==> src/rtl/dmaseq_pkg.sv <==
package dmaseq_pkg;

  localparam int BYTES_W = 3;

  typedef enum logic [1:0] {
    ST_IDLE,
    ST_ACTIVE,
    ST_BACKOFF,
    ST_WAITDESC
  } seqState_t;

  localparam logic [1:0] FLOW_STOP   = 2'd0;
  localparam logic [1:0] FLOW_REPEAT = 2'd1;

  // strobes from control to datapath, highest priority first
  typedef struct packed {
    logic load;
    logic autoReload;
    logic rowStep;
    logic step;
  } dpStrobe_t;

  function automatic logic [BYTES_W-1:0] elemBytes(input logic [1:0] code);
    case (code)
      2'd1:    elemBytes = BYTES_W'(2);
      2'd2:    elemBytes = BYTES_W'(4);
      default: elemBytes = BYTES_W'(1);
    endcase
  endfunction

endpackage

==> src/rtl/dmaseq_backoff.sv <==
module dmaseq_backoff #(
  parameter int CNT_W          = 16,
  parameter int DEFAULT_CYCLES = 5000
) (
  input  logic             clk,
  input  logic             rstN,
  input  logic             arm,
  input  logic [CNT_W-1:0] cycles,
  output logic             expire
);

  logic [CNT_W-1:0] remain;
  logic [CNT_W-1:0] loadVal;

  assign loadVal = (cycles == '0) ? CNT_W'(DEFAULT_CYCLES) : cycles;
  assign expire  = (remain == CNT_W'(1));

  always_ff @(posedge clk) begin
    if (!rstN) begin
      remain <= '0;
    end else if (arm) begin
      remain <= loadVal;
    end else if (remain != '0) begin
      remain <= remain - 1'b1;
    end
  end

endmodule

==> src/rtl/dmaseq_dpath.sv <==
module dmaseq_dpath
  import dmaseq_pkg::*;
#(
  parameter int ADDR_W = 32,
  parameter int CNT_W  = 16,
  parameter int MOD_W  = 16
) (
  input  logic              clk,
  input  logic              rstN,
  input  dpStrobe_t         strobe,
  input  logic              cfgMode2d,
  input  logic [1:0]        cfgFlow,
  input  logic              cfgIrqEn,
  input  logic [1:0]        cfgElemSize,
  input  logic [ADDR_W-1:0] cfgStartAddr,
  input  logic [CNT_W-1:0]  cfgXCount,
  input  logic [MOD_W-1:0]  cfgXModify,
  input  logic [CNT_W-1:0]  cfgYCount,
  input  logic [MOD_W-1:0]  cfgYModify,
  output logic [ADDR_W-1:0] curAddr,
  output logic [CNT_W-1:0]  curX,
  output logic [CNT_W-1:0]  curY,
  output logic              lastX,
  output logic              moreRows,
  output logic [1:0]        flowQ,
  output logic              irqEnQ,
  output logic [BYTES_W-1:0] elemBytesQ,
  output logic              inStrideOk
);

  localparam int EXT_W = ADDR_W - MOD_W;

  logic [ADDR_W-1:0] startQ;
  logic [CNT_W-1:0]  xLenQ, yLenQ;
  logic [MOD_W-1:0]  xModQ, yModQ;
  logic              mode2dQ;
  logic [MOD_W-1:0]  absMod;
  logic [ADDR_W-1:0] xStep, yStep;
  logic [CNT_W-1:0]  xLenIn, yLenIn;

  assign xLenIn = (cfgXCount == '0) ? '1 : cfgXCount;
  assign yLenIn = (cfgYCount == '0) ? '1 : cfgYCount;

  assign absMod     = cfgXModify[MOD_W-1] ? (~cfgXModify + 1'b1) : cfgXModify;
  assign inStrideOk = (absMod == MOD_W'(elemBytes(cfgElemSize)));

  assign xStep = {{EXT_W{xModQ[MOD_W-1]}}, xModQ};
  assign yStep = {{EXT_W{yModQ[MOD_W-1]}}, yModQ};

  assign lastX    = (curX == CNT_W'(1));
  assign moreRows = mode2dQ && (curY > CNT_W'(1));

  always_ff @(posedge clk) begin
    if (!rstN) begin
      startQ     <= '0;
      xLenQ      <= '0;
      yLenQ      <= '0;
      xModQ      <= '0;
      yModQ      <= '0;
      mode2dQ    <= 1'b0;
      flowQ      <= FLOW_STOP;
      irqEnQ     <= 1'b0;
      elemBytesQ <= BYTES_W'(1);
    end else if (strobe.load) begin
      startQ     <= cfgStartAddr;
      xLenQ      <= xLenIn;
      yLenQ      <= yLenIn;
      xModQ      <= cfgXModify;
      yModQ      <= cfgYModify;
      mode2dQ    <= cfgMode2d;
      flowQ      <= cfgFlow;
      irqEnQ     <= cfgIrqEn;
      elemBytesQ <= elemBytes(cfgElemSize);
    end
  end

  always_ff @(posedge clk) begin
    if (!rstN) begin
      curAddr <= '0;
      curX    <= '0;
      curY    <= '0;
    end else if (strobe.load) begin
      curAddr <= cfgStartAddr;
      curX    <= xLenIn;
      curY    <= yLenIn;
    end else if (strobe.autoReload) begin
      curAddr <= startQ;
      curX    <= xLenQ;
      curY    <= yLenQ;
    end else if (strobe.rowStep) begin
      // step then undo the column step: net effect is the row step alone
      curAddr <= curAddr + yStep;
      curX    <= xLenQ;
      curY    <= curY - 1'b1;
    end else if (strobe.step) begin
      curAddr <= curAddr + xStep;
      curX    <= curX - 1'b1;
    end
  end

endmodule

==> src/rtl/dmaseq_ctrl.sv <==
module dmaseq_ctrl
  import dmaseq_pkg::*;
(
  input  logic               clk,
  input  logic               rstN,
  input  logic               start,
  input  logic               xferResp,
  input  logic [BYTES_W-1:0] xferBytes,
  input  logic               descValid,
  input  logic               lastX,
  input  logic               moreRows,
  input  logic [1:0]         flowQ,
  input  logic               irqEnQ,
  input  logic [BYTES_W-1:0] elemBytesQ,
  input  logic               inStrideOk,
  input  logic               backoffExpire,
  output logic               backoffArm,
  output dpStrobe_t          strobe,
  output logic               xferReq,
  output logic               running,
  output logic               done,
  output logic               err,
  output logic               strideErr,
  output logic               rowIrq,
  output logic               descReq
);

  seqState_t state, stateNext;
  logic doneNext, errNext, strideErrNext, irqNext, descNext;
  logic accept, goodElem, zeroResp;

  assign accept   = (state == ST_ACTIVE) && xferResp;
  assign goodElem = accept && (xferBytes == elemBytesQ);
  assign zeroResp = accept && (xferBytes == '0);

  assign xferReq = (state == ST_ACTIVE);
  assign running = (state != ST_IDLE);

  always_comb begin
    stateNext     = state;
    doneNext      = done;
    errNext       = err;
    strideErrNext = strideErr;
    irqNext       = 1'b0;
    descNext      = 1'b0;
    backoffArm    = 1'b0;
    strobe        = '0;

    if (start) begin
      doneNext      = 1'b0;
      errNext       = 1'b0;
      strideErrNext = !inStrideOk;
      strobe.load   = inStrideOk;
      stateNext     = inStrideOk ? ST_ACTIVE : ST_IDLE;
    end else begin
      unique case (state)
        ST_ACTIVE: begin
          if (goodElem) begin
            if (!lastX) begin
              strobe.step = 1'b1;
            end else begin
              irqNext = irqEnQ;
              if (moreRows) begin
                strobe.rowStep = 1'b1;
              end else if (flowQ == FLOW_STOP) begin
                strobe.step = 1'b1;
                doneNext    = 1'b1;
                stateNext   = ST_IDLE;
              end else if (flowQ == FLOW_REPEAT) begin
                strobe.autoReload = 1'b1;
              end else begin
                strobe.step = 1'b1;
                descNext    = 1'b1;
                stateNext   = ST_WAITDESC;
              end
            end
          end else if (zeroResp) begin
            backoffArm = 1'b1;
            stateNext  = ST_BACKOFF;
          end else if (accept) begin
            errNext   = 1'b1;
            stateNext = ST_IDLE;
          end
        end
        ST_BACKOFF: begin
          if (backoffExpire) stateNext = ST_ACTIVE;
        end
        ST_WAITDESC: begin
          if (descValid) begin
            strideErrNext = !inStrideOk;
            strobe.load   = inStrideOk;
            stateNext     = inStrideOk ? ST_ACTIVE : ST_IDLE;
          end
        end
        default: ;
      endcase
    end
  end

  always_ff @(posedge clk) begin
    if (!rstN) begin
      state     <= ST_IDLE;
      done      <= 1'b0;
      err       <= 1'b0;
      strideErr <= 1'b0;
      rowIrq    <= 1'b0;
      descReq   <= 1'b0;
    end else begin
      state     <= stateNext;
      done      <= doneNext;
      err       <= errNext;
      strideErr <= strideErrNext;
      rowIrq    <= irqNext;
      descReq   <= descNext;
    end
  end

endmodule

==> src/rtl/dma2d_seq.sv <==
module dma2d_seq
  import dmaseq_pkg::*;
#(
  parameter int ADDR_W          = 32,
  parameter int CNT_W           = 16,
  parameter int MOD_W           = 16,
  parameter int BACKOFF_W       = 16,
  parameter int BACKOFF_DEFAULT = 5000
) (
  input  logic                 clk,
  input  logic                 rstN,
  input  logic                 start,
  input  logic                 cfgMode2d,
  input  logic [1:0]           cfgFlow,
  input  logic                 cfgIrqEn,
  input  logic [1:0]           cfgElemSize,
  input  logic [ADDR_W-1:0]    cfgStartAddr,
  input  logic [CNT_W-1:0]     cfgXCount,
  input  logic [MOD_W-1:0]     cfgXModify,
  input  logic [CNT_W-1:0]     cfgYCount,
  input  logic [MOD_W-1:0]     cfgYModify,
  input  logic [BACKOFF_W-1:0] backoffCycles,
  input  logic                 xferResp,
  input  logic [BYTES_W-1:0]   xferBytes,
  input  logic                 descValid,
  output logic                 xferReq,
  output logic [ADDR_W-1:0]    curAddr,
  output logic [CNT_W-1:0]     curXCount,
  output logic [CNT_W-1:0]     curYCount,
  output logic                 running,
  output logic                 done,
  output logic                 err,
  output logic                 strideErr,
  output logic                 rowIrq,
  output logic                 descReq
);

  dpStrobe_t          strobe;
  logic               lastX, moreRows, irqEnQ, inStrideOk;
  logic               backoffArm, backoffExpire;
  logic [1:0]         flowQ;
  logic [BYTES_W-1:0] elemBytesQ;

  dmaseq_ctrl u_ctrl (
    .clk(clk), .rstN(rstN), .start(start), .xferResp(xferResp),
    .xferBytes(xferBytes), .descValid(descValid), .lastX(lastX),
    .moreRows(moreRows), .flowQ(flowQ), .irqEnQ(irqEnQ),
    .elemBytesQ(elemBytesQ), .inStrideOk(inStrideOk),
    .backoffExpire(backoffExpire), .backoffArm(backoffArm),
    .strobe(strobe), .xferReq(xferReq), .running(running), .done(done),
    .err(err), .strideErr(strideErr), .rowIrq(rowIrq), .descReq(descReq)
  );

  dmaseq_dpath #(.ADDR_W(ADDR_W), .CNT_W(CNT_W), .MOD_W(MOD_W)) u_dpath (
    .clk(clk), .rstN(rstN), .strobe(strobe), .cfgMode2d(cfgMode2d),
    .cfgFlow(cfgFlow), .cfgIrqEn(cfgIrqEn), .cfgElemSize(cfgElemSize),
    .cfgStartAddr(cfgStartAddr), .cfgXCount(cfgXCount),
    .cfgXModify(cfgXModify), .cfgYCount(cfgYCount), .cfgYModify(cfgYModify),
    .curAddr(curAddr), .curX(curXCount), .curY(curYCount), .lastX(lastX),
    .moreRows(moreRows), .flowQ(flowQ), .irqEnQ(irqEnQ),
    .elemBytesQ(elemBytesQ), .inStrideOk(inStrideOk)
  );

  dmaseq_backoff #(.CNT_W(BACKOFF_W), .DEFAULT_CYCLES(BACKOFF_DEFAULT)) u_backoff (
    .clk(clk), .rstN(rstN), .arm(backoffArm), .cycles(backoffCycles),
    .expire(backoffExpire)
  );

endmodule

==> config.mk <==
export PLATFORM = sky130hd
export DESIGN_NAME = dma2d_seq
export DESIGN_NICKNAME = d
export VERILOG_FILES = /design/src/rtl/dmaseq_pkg.sv /design/src/rtl/dmaseq_backoff.sv /design/src/rtl/dmaseq_dpath.sv /design/src/rtl/dmaseq_ctrl.sv /design/src/rtl/dma2d_seq.sv
export SDC_FILE = /design/constraint.sdc
export NUM_CORES = 1
export LEC_CHECK = 0
export CORE_MARGIN = 1
export CORE_UTILIZATION = 48
export DETAILED_ROUTE_END_ITERATION = 10
export PLACE_DENSITY = 0.82
export SYNTH_ARGS = -nofsm -noshare
export SYNTH_HDL_FRONTEND = slang
export SYNTH_SLANG_ARGS = --single-unit
==> constraint.sdc <==
create_clock -name clk -period 6.25 [get_ports clk]
set_input_delay 1.5625 -clock clk [delete_from_list [all_inputs] [get_ports clk]]
set_output_delay 1.5625 -clock clk [all_outputs]
set_load 0.1 [all_outputs]
==> impl_results.html <==
<table>
<tr><th>Metric</th><th>Value</th></tr>
<tr><th colspan="2">Power</th></tr>
<tr><td>Final total power</td><td>2.90 mW</td></tr>
<tr><td>Worst vdd ir</td><td>170 uV</td></tr>
<tr><td>Power density of the placed cells</td><td>212 mW/mm2</td></tr>
<tr><td>Static leakage</td><td>5.11 nW</td></tr>
<tr><th colspan="2">Synthesis</th></tr>
<tr><td>Syn Nets</td><td>1589</td></tr>
<tr><td>Number of enable-type register cells in the synthesized netlist</td><td>0</td></tr>
<tr><td>Seq cells post-synth</td><td>190</td></tr>
<tr><td>Total of warnings raised by yosys</td><td>0</td></tr>
<tr><td>Average cell area after synthesis</td><td>7.56 um2</td></tr>
<tr><td>Fraction of registers with async set/reset</td><td>0</td></tr>
<tr><td>Sequential share of the synthesized area</td><td>0.354</td></tr>
<tr><td>Cells after synthesis</td><td>1422</td></tr>
<tr><td>Primary flip-flop cell chosen by synthesis mapping</td><td>sky130_fd_sc_hd__dfxtp_1</td></tr>
<tr><td>Count of cell types in the netlist</td><td>72</td></tr>
<tr><td>Syn Std Cell Area</td><td>0.0107 mm2</td></tr>
<tr><th colspan="2">STA</th></tr>
<tr><td>Fmax</td><td>172 MHz</td></tr>
<tr><td>Setup Total Neg Slack</td><td>0 ns</td></tr>
<tr><td>Number of endpoints with negative hold slack in the final report</td><td>0</td></tr>
<tr><td>Final count of negative-setup-slack endpoints</td><td>0</td></tr>
<tr><td>Worst slew margin</td><td>0.235</td></tr>
<tr><td>Unrepaired setup endpoints after global routing</td><td>false</td></tr>
<tr><td>Post-route clock skew</td><td>0.0132 ns</td></tr>
<tr><td>Final critical-path share of the clock period</td><td>0.932</td></tr>
<tr><td>Slew @ Worst Pin</td><td>1.14 ns</td></tr>
<tr><td>Max-slew violations</td><td>0</td></tr>
<tr><td>Final Critical Period</td><td>5.83 ns</td></tr>
<tr><td>Hold Slack</td><td>0.451 ns</td></tr>
<tr><th colspan="2">Status</th></tr>
<tr><td>Status</td><td>finished, final reports clean</td></tr>
<tr><th colspan="2">Cells and area</th></tr>
<tr><td># diodes</td><td>0</td></tr>
<tr><td>Fin nets</td><td>1765</td></tr>
<tr><td>Post-layout util</td><td>0.625</td></tr>
<tr><td>Layout overhead on the synthesized area</td><td>27.2%</td></tr>
<tr><td>Commonest non-fill, non-tap cell in the layout</td><td>sky130_fd_sc_hd__nand2_1</td></tr>
<tr><td>Final cell count without fillers</td><td>1891</td></tr>
<tr><td>Share of final-layout standard cells stronger than drive strength 1</td><td>0.0776</td></tr>
<tr><td>Most frequent cells in the layout</td><td>sky130_fd_sc_hd__nand2_1 (230), sky130_fd_sc_hd__clkdlybuf4s50_1 (196), sky130_fd_sc_hd__a21oi_1 (192), sky130_fd_sc_hd__dfxtp_1 (190), sky130_fd_sc_hd__nor2_1 (133)</td></tr>
<tr><th colspan="2">Run</th></tr>
<tr><td>Count of max-cap constraint violations</td><td>0</td></tr>
<tr><th colspan="2">Place</th></tr>
<tr><td>Buffers on Ports</td><td>196</td></tr>
<tr><td>Placed insts</td><td>1859</td></tr>
<tr><td>Final HPWL from detailed placement</td><td>25.0 mm</td></tr>
<tr><td>Final GP Congestion</td><td>0.912</td></tr>
<tr><th colspan="2">Die</th></tr>
<tr><td>Standard cell core area</td><td>0.0219 mm2</td></tr>
<tr><td>Vertical die dimension</td><td>152 um</td></tr>
<tr><td>Initial cell density of the core</td><td>0.491</td></tr>
<tr><td>Die area</td><td>0.0230 mm2</td></tr>
<tr><td>Number of placement rows</td><td>54</td></tr>
<tr><td>Chip width</td><td>152 um</td></tr>
<tr><td>I/O pins</td><td>197</td></tr>
<tr><th colspan="2">Critical path</th></tr>
<tr><td>Worst path arrival time</td><td>6.11 ns</td></tr>
<tr><td>Slack of the worst reg-to-reg path</td><td>0.80 ns</td></tr>
<tr><td>Category of the most critical setup path</td><td>in2reg</td></tr>
<tr><td>Kind of capture point of the worst setup path</td><td>flip-flop</td></tr>
<tr><td>Reg2reg start</td><td>u_dpath.curY[0]$_SDFFE_PN0P_</td></tr>
<tr><td>Largest driver fanout on the critical path</td><td>5</td></tr>
<tr><td>Data required, critical path</td><td>6.53 ns</td></tr>
<tr><td>Startpoint class of the critical path</td><td>primary input</td></tr>
<tr><td>Depth of the worst register-to-register path</td><td>20</td></tr>
<tr><td>RR Endpoint</td><td>u_dpath.curAddr[28]$_SDFFE_PN0P_</td></tr>
<tr><th colspan="2">CTS</th></tr>
<tr><td>Maximum clock path buffer count</td><td>2</td></tr>
<tr><td>Setup Buffers After CTS</td><td>0</td></tr>
<tr><td>Clock sink count</td><td>190</td></tr>
<tr><td>Clock transition at the registers of the reported paths</td><td>0.07 ns</td></tr>
<tr><td>Num CTS Buffers</td><td>17</td></tr>
<tr><td>Hold buffer count at cts</td><td>0</td></tr>
<tr><td>Clock root cell</td><td>sky130_fd_sc_hd__clkbuf_16</td></tr>
<tr><td>Resized cells post-CTS</td><td>0</td></tr>
<tr><td>Clock H-tree levels</td><td>4</td></tr>
<tr><td>CTS tree</td><td>done</td></tr>
<tr><td>Skew-Pair Late Insertion Delay</td><td>0.44 ns</td></tr>
<tr><th colspan="2">GRT</th></tr>
<tr><td>Vias in the first global route</td><td>10800</td></tr>
<tr><td>Largest net degree at the start of global routing</td><td>89</td></tr>
<tr><td>Met2 track demand over resource in global routing</td><td>0.522</td></tr>
<tr><td>Met3 Usage GRT</td><td>0.0467</td></tr>
<tr><td>GR Util met1</td><td>0.374</td></tr>
<tr><td>Busiest metal layer after global routing</td><td>met2</td></tr>
<tr><td>Global-route usage over all layers</td><td>0.306</td></tr>
<tr><td>Final global-route overflow total</td><td>0</td></tr>
<tr><td>First-pass GRT wire length</td><td>54.8 mm</td></tr>
<tr><td>Antenna violations before repair</td><td>0</td></tr>
<tr><th colspan="2">Route</th></tr>
<tr><td>Post-route DRC violation count</td><td>0</td></tr>
<tr><td>Routed wire length</td><td>34.8 mm</td></tr>
<tr><td>Number of design-rule violations left by the first detailed-router iteration</td><td>831</td></tr>
<tr><td>Number of nets still failing antenna checks after routing</td><td>0</td></tr>
<tr><td>Avg WL per Cell</td><td>18.4 um</td></tr>
<tr><td>Overall via count from detail_route</td><td>11400</td></tr>
<tr><td>Pre-antenna DRT Iters</td><td>5</td></tr>
<tr><td>Via-per-instance ratio</td><td>6.04</td></tr>
<tr><th colspan="2">Min path</th></tr>
<tr><td>Hold WC Path Type</td><td>reg2reg</td></tr>
<tr><td>Hold Path Stages</td><td>2</td></tr>
<tr><td>End point of the worst hold path</td><td>u_dpath.yModQ[14]$_SDFFE_PN0P_</td></tr>
<tr><td>Hold Crit Start</td><td>u_dpath.yModQ[14]$_SDFFE_PN0P_</td></tr>
</table>
## worst max-delay path, stage by stage
cell,delay [ns]
sky130_fd_sc_hd__clkdlybuf4s50_1,0.43
sky130_fd_sc_hd__xor2_1,0.18
sky130_fd_sc_hd__nor4_2,0.28
sky130_fd_sc_hd__buf_4,0.16
sky130_fd_sc_hd__nand4_1,0.10
sky130_fd_sc_hd__nor2_1,0.12
sky130_fd_sc_hd__buf_4,0.17
sky130_fd_sc_hd__mux2_2,0.17
sky130_fd_sc_hd__ha_1,0.16
sky130_fd_sc_hd__inv_1,0.06
sky130_fd_sc_hd__fa_1,0.40
sky130_fd_sc_hd__nand2b_1,0.18
sky130_fd_sc_hd__a21oi_1,0.21
sky130_fd_sc_hd__o31ai_1,0.14
sky130_fd_sc_hd__nor4bb_1,0.17
sky130_fd_sc_hd__o31a_1,0.39
sky130_fd_sc_hd__or4b_2,0.70
sky130_fd_sc_hd__a31o_2,0.23
sky130_fd_sc_hd__o32ai_1,0.22
sky130_fd_sc_hd__a311oi_1,0.07
## power by group
group / switching (mW) / leakage, nW / internal [mW]
logic: 0.259 / 3.29 / 0.224
registers: 0.0426 / 1.53 / 1.26
clock network: 0.513 / 0.289 / 0.609
## cell type report
type                    instances  area, um2
clock buffers                  18        439
clock inverters                14        155
fillers                      1975       8220
inverters                      34        130
multi-input cells            1109       6430
flip-flops and latches        190       3800
well taps                     280        350
repair buffers                246       2360
## kinds of logic (layout without fill, tap and decap cells)
logic type               after synthesis  after routing  synth area share
AO/OA/AOI/OAI                        453            453             0.255
XOR/XNOR                              48             48            0.0391
adder cells (fa/ha/maj)               41             41            0.0484
buffers and inverters                123            312            0.0495
flip-flops                           190            190             0.354
multiplexers                          25             25            0.0256
AND/OR/NAND/NOR                      542            542             0.229
## registers in the layout, indices dropped and copies added, names as in the netlist, 2 cells and up
| name | flops |
|---|---|
| u_ctrl.state | 2 |
| u_backoff.remain | 16 |
| u_dpath.yModQ | 16 |
| u_dpath.elemBytesQ | 3 |
| u_dpath.xLenQ | 16 |
| u_dpath.startQ | 32 |
| u_dpath.yLenQ | 16 |
| u_dpath.curY | 16 |
| u_dpath.curX | 16 |
| u_dpath.flowQ | 2 |
| u_dpath.xModQ | 16 |
| u_dpath.curAddr | 32 |
## synthesized netlist by cell type (8+ instances only)
cell type | instances | area, um2
sky130_fd_sc_hd__nor4_1 | 28 | 175
sky130_fd_sc_hd__nand2_1 | 230 | 863
sky130_fd_sc_hd__a21o_1 | 15 | 113
sky130_fd_sc_hd__a21oi_1 | 192 | 961
sky130_fd_sc_hd__inv_1 | 33 | 124
sky130_fd_sc_hd__or3_1 | 13 | 81.3
sky130_fd_sc_hd__clkbuf_1 | 57 | 214
sky130_fd_sc_hd__mux2_2 | 16 | 180
sky130_fd_sc_hd__buf_2 | 20 | 100
sky130_fd_sc_hd__a31oi_1 | 16 | 100
sky130_fd_sc_hd__nand3_1 | 40 | 200
sky130_fd_sc_hd__ha_1 | 40 | 500
sky130_fd_sc_hd__o21bai_1 | 10 | 75.1
sky130_fd_sc_hd__nand2b_1 | 15 | 93.8
sky130_fd_sc_hd__o211ai_1 | 29 | 218
sky130_fd_sc_hd__xor2_1 | 23 | 201
sky130_fd_sc_hd__xnor2_1 | 25 | 219
sky130_fd_sc_hd__a211oi_1 | 25 | 188
sky130_fd_sc_hd__o22ai_1 | 22 | 138
sky130_fd_sc_hd__nand4_1 | 9 | 56.3
sky130_fd_sc_hd__nor2_1 | 133 | 499
sky130_fd_sc_hd__dfxtp_1 | 190 | 3800
sky130_fd_sc_hd__o21ai_0 | 84 | 420
sky130_fd_sc_hd__nor3_1 | 32 | 160
sky130_fd_sc_hd__mux2i_1 | 8 | 80.1
## per-layer routing
| layer | vias to the layer above | routed length [um] |
|---|---|---|
| met1 | 5348 | 14300 |
| met2 | 521 | 16500 |
| met3 | 95 | 2650 |
| met4 | 0 | 1410 |
| met5 | - | 0 |
| li1 | 5458 | - |
## through the flow
stage	area (um2)	worst slack, ns
after detailed placement	13100	0.0233
after floorplan	10700	0.0713
after global routing	13700	0.123
after CTS	13700	0.442
final	13700	0.424
after global placement	13100	0.0979
## how the worst max path moves through the flow
stage / from / to / slack [ns] / cells after the start
global placement: xferBytes[0] / u_dpath.curAddr[28]$_SDFFE_PN0P_ / 0.1 / 20
detailed placement: xferBytes[0] / u_dpath.curAddr[28]$_SDFFE_PN0P_ / 0.02 / 20
CTS: xferBytes[0] / u_dpath.curAddr[28]$_SDFFE_PN0P_ / 0.44 / 20
floorplan: start / u_dpath.curAddr[28]$_SDFFE_PN0P_ / 0.07 / 19
finish: xferBytes[0] / u_dpath.curAddr[28]$_SDFFE_PN0P_ / 0.42 / 20
global route: xferBytes[0] / u_dpath.curAddr[30]$_SDFFE_PN0P_ / 0.12 / 20
Power figures use the tool's default switching activity.
